**src/rtl/smpq_pkg.sv**
```systemverilog
package smpq_pkg;
  localparam int FLG_OVF = 0;
  localparam int FLG_UDF = 1;
  localparam int FLG_EMP = 2;
  localparam int FLG_FUL = 3;
  localparam int NFLG    = 4;
  localparam int ADDR_W  = 6;

  localparam logic [ADDR_W-1:0] A_RUN   = 6'h00;
  localparam logic [ADDR_W-1:0] A_CAP   = 6'h01;
  localparam logic [ADDR_W-1:0] A_DMA   = 6'h02;
  localparam logic [ADDR_W-1:0] A_IEN0  = 6'h04;
  localparam logic [ADDR_W-1:0] A_STAT0 = 6'h08;
  localparam logic [ADDR_W-1:0] A_LVL0  = 6'h0C;
  localparam logic [ADDR_W-1:0] A_DATA0 = 6'h10;

  // capture bits are shifted up by one, bit 0 stays empty
  function automatic int cap_bit(int ch);
    return ch + 1;
  endfunction

  // DMA bits occupy every second position
  function automatic int dma_bit(int ch);
    return 2 * ch;
  endfunction

  function automatic logic [ADDR_W-1:0] ch_word(logic [ADDR_W-1:0] base, int ch);
    return base + ADDR_W'(ch);
  endfunction
endpackage

```
**src/rtl/smpq_chan_fifo.sv**
```systemverilog
module smpq_chan_fifo #(
  parameter int DEPTH = 4,
  parameter int SMP_W = 14,
  localparam int PTR_W = (DEPTH > 1) ? $clog2(DEPTH) : 1,
  localparam int LVL_W = $clog2(DEPTH + 1)
) (
  input  logic             clk,
  input  logic             rst_n,
  input  logic             push,
  input  logic [SMP_W-1:0] push_data,
  input  logic             pop,
  output logic [SMP_W-1:0] rd_data,
  output logic [LVL_W-1:0] level,
  output logic             ovf_evt,
  output logic             udf_evt,
  output logic             emp_evt,
  output logic             ful_evt
);
  logic [SMP_W-1:0] mem [DEPTH];
  logic [PTR_W-1:0] wr_ptr, rd_ptr;
  logic [LVL_W-1:0] cnt, cnt_nxt;
  logic [SMP_W-1:0] last_q;
  logic is_full, is_empty, do_push, do_pop;

  function automatic logic [PTR_W-1:0] step(logic [PTR_W-1:0] p);
    return (p == PTR_W'(DEPTH - 1)) ? '0 : p + 1'b1;
  endfunction

  assign is_full  = (cnt == LVL_W'(DEPTH));
  assign is_empty = (cnt == '0);
  assign do_push  = push && !is_full;
  assign do_pop   = pop && !is_empty;
  assign ovf_evt  = push && is_full;
  assign udf_evt  = pop && is_empty;
  assign cnt_nxt  = cnt + LVL_W'(do_push) - LVL_W'(do_pop);
  assign emp_evt  = !is_empty && (cnt_nxt == '0);
  assign ful_evt  = !is_full && (cnt_nxt == LVL_W'(DEPTH));
  assign rd_data  = is_empty ? last_q : mem[rd_ptr];
  assign level    = cnt;

  always_ff @(posedge clk or negedge rst_n) begin
    if (!rst_n) begin
      wr_ptr <= '0;
      rd_ptr <= '0;
      cnt    <= '0;
      last_q <= '0;
    end else begin
      cnt <= cnt_nxt;
      if (do_push) wr_ptr <= step(wr_ptr);
      if (do_pop) begin
        rd_ptr <= step(rd_ptr);
        last_q <= mem[rd_ptr];
      end
    end
  end

  always_ff @(posedge clk) begin
    if (do_push) mem[wr_ptr] <= push_data;
  end
endmodule

```
**src/rtl/smpq_chan_status.sv**
```systemverilog
module smpq_chan_status
  import smpq_pkg::*;
(
  input  logic            clk,
  input  logic            rst_n,
  input  logic [NFLG-1:0] evt,
  input  logic            clr_we,
  input  logic [NFLG-1:0] clr_mask,
  input  logic            ien_we,
  input  logic [NFLG-1:0] ien_wdata,
  output logic [NFLG-1:0] stat,
  output logic [NFLG-1:0] ien,
  output logic            irq
);
  logic [NFLG-1:0] clr_eff;

  assign clr_eff = clr_we ? clr_mask : '0;
  assign irq     = |(stat & ien);

  always_ff @(posedge clk or negedge rst_n) begin
    if (!rst_n) begin
      stat <= '0;
      ien  <= '0;
    end else begin
      stat <= (stat & ~clr_eff) | evt;
      if (ien_we) ien <= ien_wdata;
    end
  end
endmodule

```
**src/rtl/smpq_irq_unit.sv**
```systemverilog
module smpq_irq_unit
  import smpq_pkg::*;
#(
  parameter int NCH    = 4,
  parameter int DEPTH  = 4,
  parameter int SMP_W  = 14,
  parameter int DATA_W = 32,
  localparam int LVL_W = $clog2(DEPTH + 1)
) (
  input  logic                  clk,
  input  logic                  rst_n,
  input  logic [NCH-1:0]        smp_valid,
  input  logic [NCH*SMP_W-1:0]  smp_data,
  input  logic                  bus_we,
  input  logic                  bus_re,
  input  logic [ADDR_W-1:0]     bus_addr,
  input  logic [DATA_W-1:0]     bus_wdata,
  output logic [DATA_W-1:0]     bus_rdata,
  output logic [NCH-1:0]        irq,
  output logic [NCH-1:0]        dma_req
);
  logic                             run_q;
  logic [NCH-1:0]                   cap_q, dmaen_q;
  logic [NCH-1:0]                   push_w, pop_w, ovf_evt_w, udf_evt_w;
  logic [NCH-1:0][LVL_W-1:0]        lvl_all;
  logic [NCH-1:0][NFLG-1:0]         stat_all, ien_all;
  logic [NCH-1:0][SMP_W-1:0]        dout_all;
  logic                             unused_wdata_hi;

  assign unused_wdata_hi = ^bus_wdata[DATA_W-1:8];

  always_ff @(posedge clk or negedge rst_n) begin
    if (!rst_n) begin
      run_q   <= 1'b0;
      cap_q   <= '0;
      dmaen_q <= '0;
    end else if (bus_we) begin
      if (bus_addr == A_RUN) run_q <= bus_wdata[0];
      for (int c = 0; c < NCH; c++) begin
        if (bus_addr == A_CAP) cap_q[c]   <= bus_wdata[cap_bit(c)];
        if (bus_addr == A_DMA) dmaen_q[c] <= bus_wdata[dma_bit(c)];
      end
    end
  end

  for (genvar c = 0; c < NCH; c++) begin : g_ch
    logic emp_e, ful_e;
    assign push_w[c]  = smp_valid[c] && run_q && cap_q[c];
    assign pop_w[c]   = bus_re && (bus_addr == ch_word(A_DATA0, c));
    assign dma_req[c] = dmaen_q[c] && (lvl_all[c] != '0);

    smpq_chan_fifo #(.DEPTH(DEPTH), .SMP_W(SMP_W)) u_fifo (
      .clk      (clk),
      .rst_n    (rst_n),
      .push     (push_w[c]),
      .push_data(smp_data[c*SMP_W +: SMP_W]),
      .pop      (pop_w[c]),
      .rd_data  (dout_all[c]),
      .level    (lvl_all[c]),
      .ovf_evt  (ovf_evt_w[c]),
      .udf_evt  (udf_evt_w[c]),
      .emp_evt  (emp_e),
      .ful_evt  (ful_e)
    );

    smpq_chan_status u_stat (
      .clk      (clk),
      .rst_n    (rst_n),
      .evt      ({ful_e, emp_e, udf_evt_w[c], ovf_evt_w[c]}),
      .clr_we   (bus_we && (bus_addr == ch_word(A_STAT0, c))),
      .clr_mask (bus_wdata[NFLG-1:0]),
      .ien_we   (bus_we && (bus_addr == ch_word(A_IEN0, c))),
      .ien_wdata(bus_wdata[NFLG-1:0]),
      .stat     (stat_all[c]),
      .ien      (ien_all[c]),
      .irq      (irq[c])
    );
  end

  always_comb begin
    bus_rdata = '0;
    if (bus_addr == A_RUN) bus_rdata[0] = run_q;
    for (int c = 0; c < NCH; c++) begin
      if (bus_addr == A_CAP) bus_rdata[cap_bit(c)] = cap_q[c];
      if (bus_addr == A_DMA) bus_rdata[dma_bit(c)] = dmaen_q[c];
      if (bus_addr == ch_word(A_IEN0, c))  bus_rdata[NFLG-1:0]  = ien_all[c];
      if (bus_addr == ch_word(A_STAT0, c)) bus_rdata[NFLG-1:0]  = stat_all[c];
      if (bus_addr == ch_word(A_LVL0, c))  bus_rdata[LVL_W-1:0] = lvl_all[c];
      if (bus_addr == ch_word(A_DATA0, c)) bus_rdata[SMP_W-1:0] = dout_all[c];
    end
  end
endmodule

```
**config.mk**
```make
export PLATFORM = sky130hd
export DESIGN_NAME = smpq_irq_unit
export DESIGN_NICKNAME = d
export VERILOG_FILES = /design/src/rtl/smpq_pkg.sv /design/src/rtl/smpq_chan_fifo.sv /design/src/rtl/smpq_chan_status.sv /design/src/rtl/smpq_irq_unit.sv
export SDC_FILE = /design/constraint.sdc
export NUM_CORES = 1
export LEC_CHECK = 0
export BUFFER_PORTS_ARGS = -buffer_cell sky130_fd_sc_hd__buf_2
export CAP_MARGIN = 10
export CORE_ASPECT_RATIO = 0.7
export CORE_MARGIN = 8
export CORE_UTILIZATION = 25
export CTS_BUF_LIST = sky130_fd_sc_hd__clkbuf_8
export CTS_CLUSTER_SIZE = 30
export DETAILED_ROUTE_END_ITERATION = 10
export HOLD_SLACK_MARGIN = 0.02
export SLEW_MARGIN = 0
export SYNTH_ARGS = -nofsm -noshare
export SYNTH_HDL_FRONTEND = slang
export SYNTH_HIERARCHICAL = 1
export SYNTH_SLANG_ARGS = --single-unit
```
**constraint.sdc**
```tcl
create_clock -name clk -period 2.6 [get_ports clk]
set_input_delay 0.39 -clock clk [delete_from_list [all_inputs] [get_ports clk]]
set_output_delay 0.39 -clock clk [all_outputs]
set_load 0.005 [all_outputs]
```
# [Word-level counts from Yosys, hierarchy flattened]
# Memory sizes are Yosys's and may differ from the RTL's.
# Index checks and enable logic that the tools add are counted.
[op_classes] addsub=16 eq_ne=34 mux=49 bitwise=16 n_reduce_logical=76
[op_table] operator="$mux W14" count=8
[op_table] operator="$eq A6 B4 Y1 const B" count=8
[op_table] operator="$logic_and A1 B1 Y1" count=48
[op_table] operator="$mux W4" count=12
[op_table] operator="$and A4 B4 Y4" count=8
[op_table] operator="$eq A3 B3 Y1 const B" count=8
[op_table] operator="$eq A6 B3 Y1 const B" count=4
[op_table] operator="$eq A6 B5 Y1 const B" count=4
[op_table] operator="$logic_not A3 Y1" count=8
[op_table] operator="$mux W1" count=17
[op_table] operator="$add A2 B1 Y2 const B" count=8
[op_table] operator="$eq A2 B2 Y1 const B" count=8
[op_table] operator="$mux W2" count=8
[op_table] operator="$not A4 Y4" count=4
[op_table] operator="$or A4 B4 Y4" count=4
[op_table] operator="$reduce_or A4 Y1" count=4
[op_table] operator="$add A3 B1 Y3" count=4
[op_table] operator="$mux W3" count=4
[op_table] operator="$reduce_bool A3 Y1" count=4
[op_table] operator="$sub A3 B1 Y3" count=4
[op_table] operator="$logic_not A1 Y1" count=8
[op_table] operator="$eq A6 B1 Y1 const B" count=1
[op_table] operator="$eq A6 B2 Y1 const B" count=1
[op_table] operator="$logic_not A6 Y1" count=1
[op_table] operator="$reduce_and A2 Y1" count=3
[totals] ff_bits=125 mem_bits_rw=224 in_bits=102 word_cells=222 n_memories=4
[memory_table] name="g_ch[0].u_fifo.mem" words=4 width=14 rd=1 rd_ports_with_merged_regs=0 wr=1 line="smpq_chan_fifo.sv:19" rtl="logic [SMP_W-1:0] mem [DEPTH];"
[memory_table] name="g_ch[1].u_fifo.mem" words=4 width=14 rd=1 rd_ports_with_merged_regs=0 wr=1 line="smpq_chan_fifo.sv:19"
[memory_table] name="g_ch[2].u_fifo.mem" words=4 width=14 rd=1 rd_ports_with_merged_regs=0 wr=1 line="smpq_chan_fifo.sv:19"
[memory_table] name="g_ch[3].u_fifo.mem" words=4 width=14 rd=1 rd_ports_with_merged_regs=0 wr=1 line="smpq_chan_fifo.sv:19"

# [Logic depth before layout (Yosys ltp)]
[logic_depth] ltp_word=22 depth_mapped=17 ltp_nobuf=13

# [Modules after synthesis]
# The synthesis kept the hierarchy.
[modules_own_cells] module="smpq_chan_fifo (g_ch[1].u_fifo ...)" instances=2 cells_each=164 area_each_um2=3234.4 seq_area_each_um2=2207.1
[modules_own_cells] module="smpq_chan_fifo (g_ch[0].u_fifo)" instances=1 cells_each=165 area_each_um2=3246.9 seq_area_each_um2=2207.1
[modules_own_cells] module="smpq_chan_fifo (g_ch[3].u_fifo)" instances=1 cells_each=163 area_each_um2=3239.4 seq_area_each_um2=2207.1
[modules_own_cells] module="smpq_irq_unit" instances=1 cells_each=236 area_each_um2=1844.3 seq_area_each_um2=225.2
[modules_own_cells] module="smpq_chan_status" instances=4 cells_each=23 area_each_um2=309.0 seq_area_each_um2=200.2

# [Worst setup path before layout]
# No wires, ideal clock.
[synth_timing] path_type="in2reg" start="input port bus_addr[2]" end="register g_ch[3].u_stat.stat[3]" setup_ps=65 t_arrival_ps=3268 required_time_ps=2535 path_slack_ps=-733 stages=16 cell_sequence="buf_6 or4b_1 buf_6 nor2_1 and2_1 nand2b_1 buf_6 buf_12 inv_1 ha_1 inv_1 ha_1 fa_1 o211a_1 a2111oi_0 a21o_1"
[synth_via] elab_chain_cells=7
[synth_lines] item="from (decl)" line="smpq_irq_unit.sv:16" rtl="input logic [ADDR_W-1:0] bus_addr,"
[synth_lines] item="$eq A6 B5 Y1" line="smpq_irq_unit.sv:49" rtl="assign pop_w[c] = bus_re && (bus_addr == ch_word(A_DATA0, c));"
[synth_lines] item="$logic_and A1 B1 Y1" line="smpq_irq_unit.sv:49"
[synth_lines] item="named net pop_w[3]" line="smpq_irq_unit.sv:24" rtl="logic [NCH-1:0] push_w, pop_w, ovf_evt_w, udf_evt_w;"
[synth_lines] item="$logic_and A1 B1 Y1" line="smpq_chan_fifo.sv:32" rtl="assign do_pop = pop && !is_empty;"
[synth_lines] item="named net g_ch[3].u_fifo.do_pop" line="smpq_chan_fifo.sv:23" rtl="logic is_full, is_empty, do_push, do_pop;"
[synth_lines] item="$sub A3 B1 Y3" line="smpq_chan_fifo.sv:35" rtl="assign cnt_nxt = cnt + LVL_W'(do_push) - LVL_W'(do_pop);"
[synth_lines] item="$eq A3 B3 Y1" line="smpq_chan_fifo.sv:37" rtl="assign ful_evt = !is_full && (cnt_nxt == LVL_W'(DEPTH));"
[synth_lines] item="$logic_and A1 B1 Y1" line="smpq_chan_fifo.sv:37"
[synth_lines] item="named net g_ch[3].ful_e" line="smpq_irq_unit.sv:47" rtl="logic emp_e, ful_e;"
[synth_lines] item="$or A4 B4 Y4" line="smpq_chan_status.sv:25" rtl="stat <= (stat & ~clr_eff) | evt;"
[synth_lines] item="to (signal assigned)" line="smpq_chan_status.sv:25"
[synth_lines] item="to (decl)" line="smpq_chan_status.sv:11" rtl="output logic [NFLG-1:0] stat,"
# The timed path passes the listed nets, and every way through them passes these cells.
# A chain may end at the register's enable or synchronous reset.

==> flow_metrics.env <==
export IMPL_status="finished with violations"
export IMPL_violations="setup timing"
export IMPL_drt_first_pass_iters=6
export IMPL_antenna_found_initial=3
export IMPL_synthTopCellsByArea="edfxtp_1 (42%), dfrtp_1 (20%), mux4_2 (8.7%)"
export IMPL_grt_total_usage=0.1118
export IMPL_fin_ws_ns=-0.6541
export IMPL_hold_ws_ns=0.2165
export IMPL_core_area_um2=63300
export IMPL_initial_core_util=0.2533
export IMPL_grt_max_degree=55
export IMPL_post_synth_top_count_cell="edfxtp_1"
export IMPL_yosysSeqAreaShare=0.6145
export IMPL_synth_flop_cell="edfxtp_1"
export IMPL_die_y_um=227.9
export IMPL_drt_iter0_markers=650
export IMPL_syn_inst=984
export IMPL_io_buffers=97
export IMPL_synth_top_cell_area_share=0.4195
export IMPL_grt_pass1_vias=10100
export IMPL_rsz0062_at_grt="yes"
export IMPL_synthTopCellsByCount="edfxtp_1 (224), dfrtp_1 (125), mux2_2 (104), mux4_2 (62), nand2_1 (42)"
export IMPL_ctsLongestPathBuffers=3
export IMPL_yosysTopAreaCell="edfxtp_1"
export IMPL_fin_cells=2167
export IMPL_place_inst=1984
export IMPL_period_share=1.252
export IMPL_fp_dieW_um=318.7
export IMPL_cp_max_fo=5
export IMPL_max_cap_violations=0
export IMPL_wl_per_cell_um=19.18
export IMPL_postSynthRegisterBits=349
export IMPL_drc=0
export IMPL_cts_made_buffers=52
export IMPL_die_area_um2=72630
export IMPL_clock_latency_ns=0.61
export IMPL_synthArstFlopShare=0.3582
export IMPL_critPathArrivalTime_ns=2.86
export IMPL_synth_edf_count=224
export IMPL_power_density_nw_per_um2=752.5
export IMPL_cts_root_buf="clkbuf_8"
export IMPL_pre_cts_ws_ns=-0.2774
export IMPL_hold_violations=0
export IMPL_dpl_hpwl_mm=29.87
export IMPL_ir_drop_mv=0.3511
export IMPL_clock_sinks=349
export IMPL_cts_tree="yes"
export IMPL_design_area_um2=20620
export IMPL_num_antenna_cells=0
export IMPL_drive_gt1_frac=0.4484
export IMPL_area_delta_synth_final_pct=28.59
export IMPL_finClkSkew_ns=0.01712
export IMPL_vias=9662
export IMPL_viasPerCell=4.459
export IMPL_placed_area_um2=18340
export IMPL_cp_data_required_time_ns=2.21
export IMPL_grt_overflow=0
export IMPL_final_nets=1428
export IMPL_synth_cell_type_count=60
export IMPL_setup_viol=14
export IMPL_grt_pass1_wl_mm=63.08
export IMPL_ant_nets=0
export IMPL_worstSetupStartpointType="flop"
export IMPL_end_kind="primary output"
export IMPL_clk_pin_slew_worst_paths_ns=0.07
export IMPL_htree_num_levels=2
export IMPL_path_class="flop to primary output"
export IMPL_synth_area_um2=16040
export IMPL_ys_warnings_count=6
export IMPL_post_route_min_period_ns=3.254
export IMPL_drv_slew=0
export IMPL_hp_class="input port to flop"
export IMPL_avgSynthCellArea_um2=16.30
export IMPL_final_setup_tns_ns=-8.209
export IMPL_io_pin_count=142
export IMPL_total_leakage_power_nw=8.230
export IMPL_fill_cells=6139
export IMPL_wl_mm=41.56
export IMPL_rows=77
export IMPL_place_gp_congestion=0.9075
export IMPL_fmax_mhz=307.3
==> registers in the layout, summed over array words and instances, names as in the netlist, 8 cells and up <==
name / flops
g_ch.u_fifo/level: 12
g_ch.u_fifo/last_q: 56
g_ch.u_stat/ien: 16
g_ch.u_fifo/mem: 224
g_ch.u_fifo/wr_ptr: 8
g_ch.u_fifo/rd_ptr: 8
g_ch.u_stat/stat: 16
==> per-layer routing <==
layer,part of all wire,global-route usage
met3,0.071,0.03060
met5,0.00026,0
met1,0.49,0.1697
met2,0.42,0.1582
met4,0.010,0.02050
==> where the power goes <==
group	switching [W]	internal [W]
logic	0.00193	0.00234
clock network	0.00221	0.00231
registers	0.000385	0.00634
total	0.00453	0.0110
==> metrics by stage <==
step	power, W	util
2_1_floorplan	0.009035	-
3_3_place_gp	0.01035	0.2897
3_5_place_dp	0.01045	0.2897
4_1_cts	0.01540	0.3216
5_1_grt	0.01633	0.3258
6_report	0.01552	0.3258
==> kinds of logic (layout without fill, tap and decap cells) <==
kind of cell               Yosys count  in the layout  share of synthesized area
AOI/OAI and AO/OA                  107            107                    0.04892
xor gates and xnor gates             8              8                   0.004370
adders and majority gates           32             32                    0.02684
buffers and inverters               93            430                    0.03831
DFF                                349            349                     0.6145
muxes                              221            221                     0.2055
other                                1             18                  0.0002339
and+or+nand+nor                    173            173                    0.06125
==> final timing paths <==
check / depth (start not counted) / start / slack [ns] / endpoint
min in group asynchronous: 2 / rst_n / 0.31 / g_ch[0].u_stat/ien[0]
max: 7 / g_ch[1].u_fifo/rd_ptr[0] / -0.65 / bus_rdata[7]
min reg2reg: 1 / g_ch[2].u_fifo/last_q[0] / 0.49 / g_ch[2].u_fifo/last_q[0]
min: 3 / bus_wdata[0] / 0.22 / g_ch[1].u_stat/stat[0]
max reg2reg: 13 / g_ch[1].u_fifo/level[2] / 0.03 / g_ch[1].u_stat/stat[2]
max in group asynchronous: 3 / rst_n / 1.53 / g_ch[3].u_fifo/rd_ptr[1]
==> layout by cell type, fill, tap and decap left out, drive strengths merged, types with 5 or more instances in the layout <==
master       instances
buf                239
edfxtp             224
mux2               156
dfrtp              125
mux4                62
dlygate4sd3         59
clkbuf              57
inv                 54
nand2               42
nor2                35
and2                29
ha                  28
conb                18
and3                17
a22oi               17
a21o                16
clkinv              15
nor3                14
a21oi               13
o22ai               12
nand3                9
o21ai                9
nand2b               9
nor4                 6
nor2b                5
a22o                 5
xnor2                5
==> cell type report <==
class	instances	area, um^2	area share
clock inverter	42	272.8	0.01323
clock buffer	56	770.7	0.03738
multi-input combinational	559	6133	0.2975
inverter	33	136.4	0.006614
timing repair buffer	299	2407	0.1167
tap	829	1037	0.05030
sequential	349	9862	0.4783
==> repair_timing <==
action | in CTS | in global routing
buffers inserted | 9 | 19
endpoints found under the hold margin | 271 | 0
gates cloned | 2 | 1
pin swaps | 21 | 23
gates resized for setup | 74 | 35
hold buffers | 59 | 0
endpoints found under the setup margin | 20 | 21
==> critical path, stage by stage, from the launching register on <==
cell and delay (ns):
dfrtp_2 0.41, buf_4 0.13, buf_8 0.11, mux4_2 0.58, mux2_4 0.29, mux4_2 0.45
and2_4 0.18, buf_6 0.12
Power figures use the tool's default switching activity.
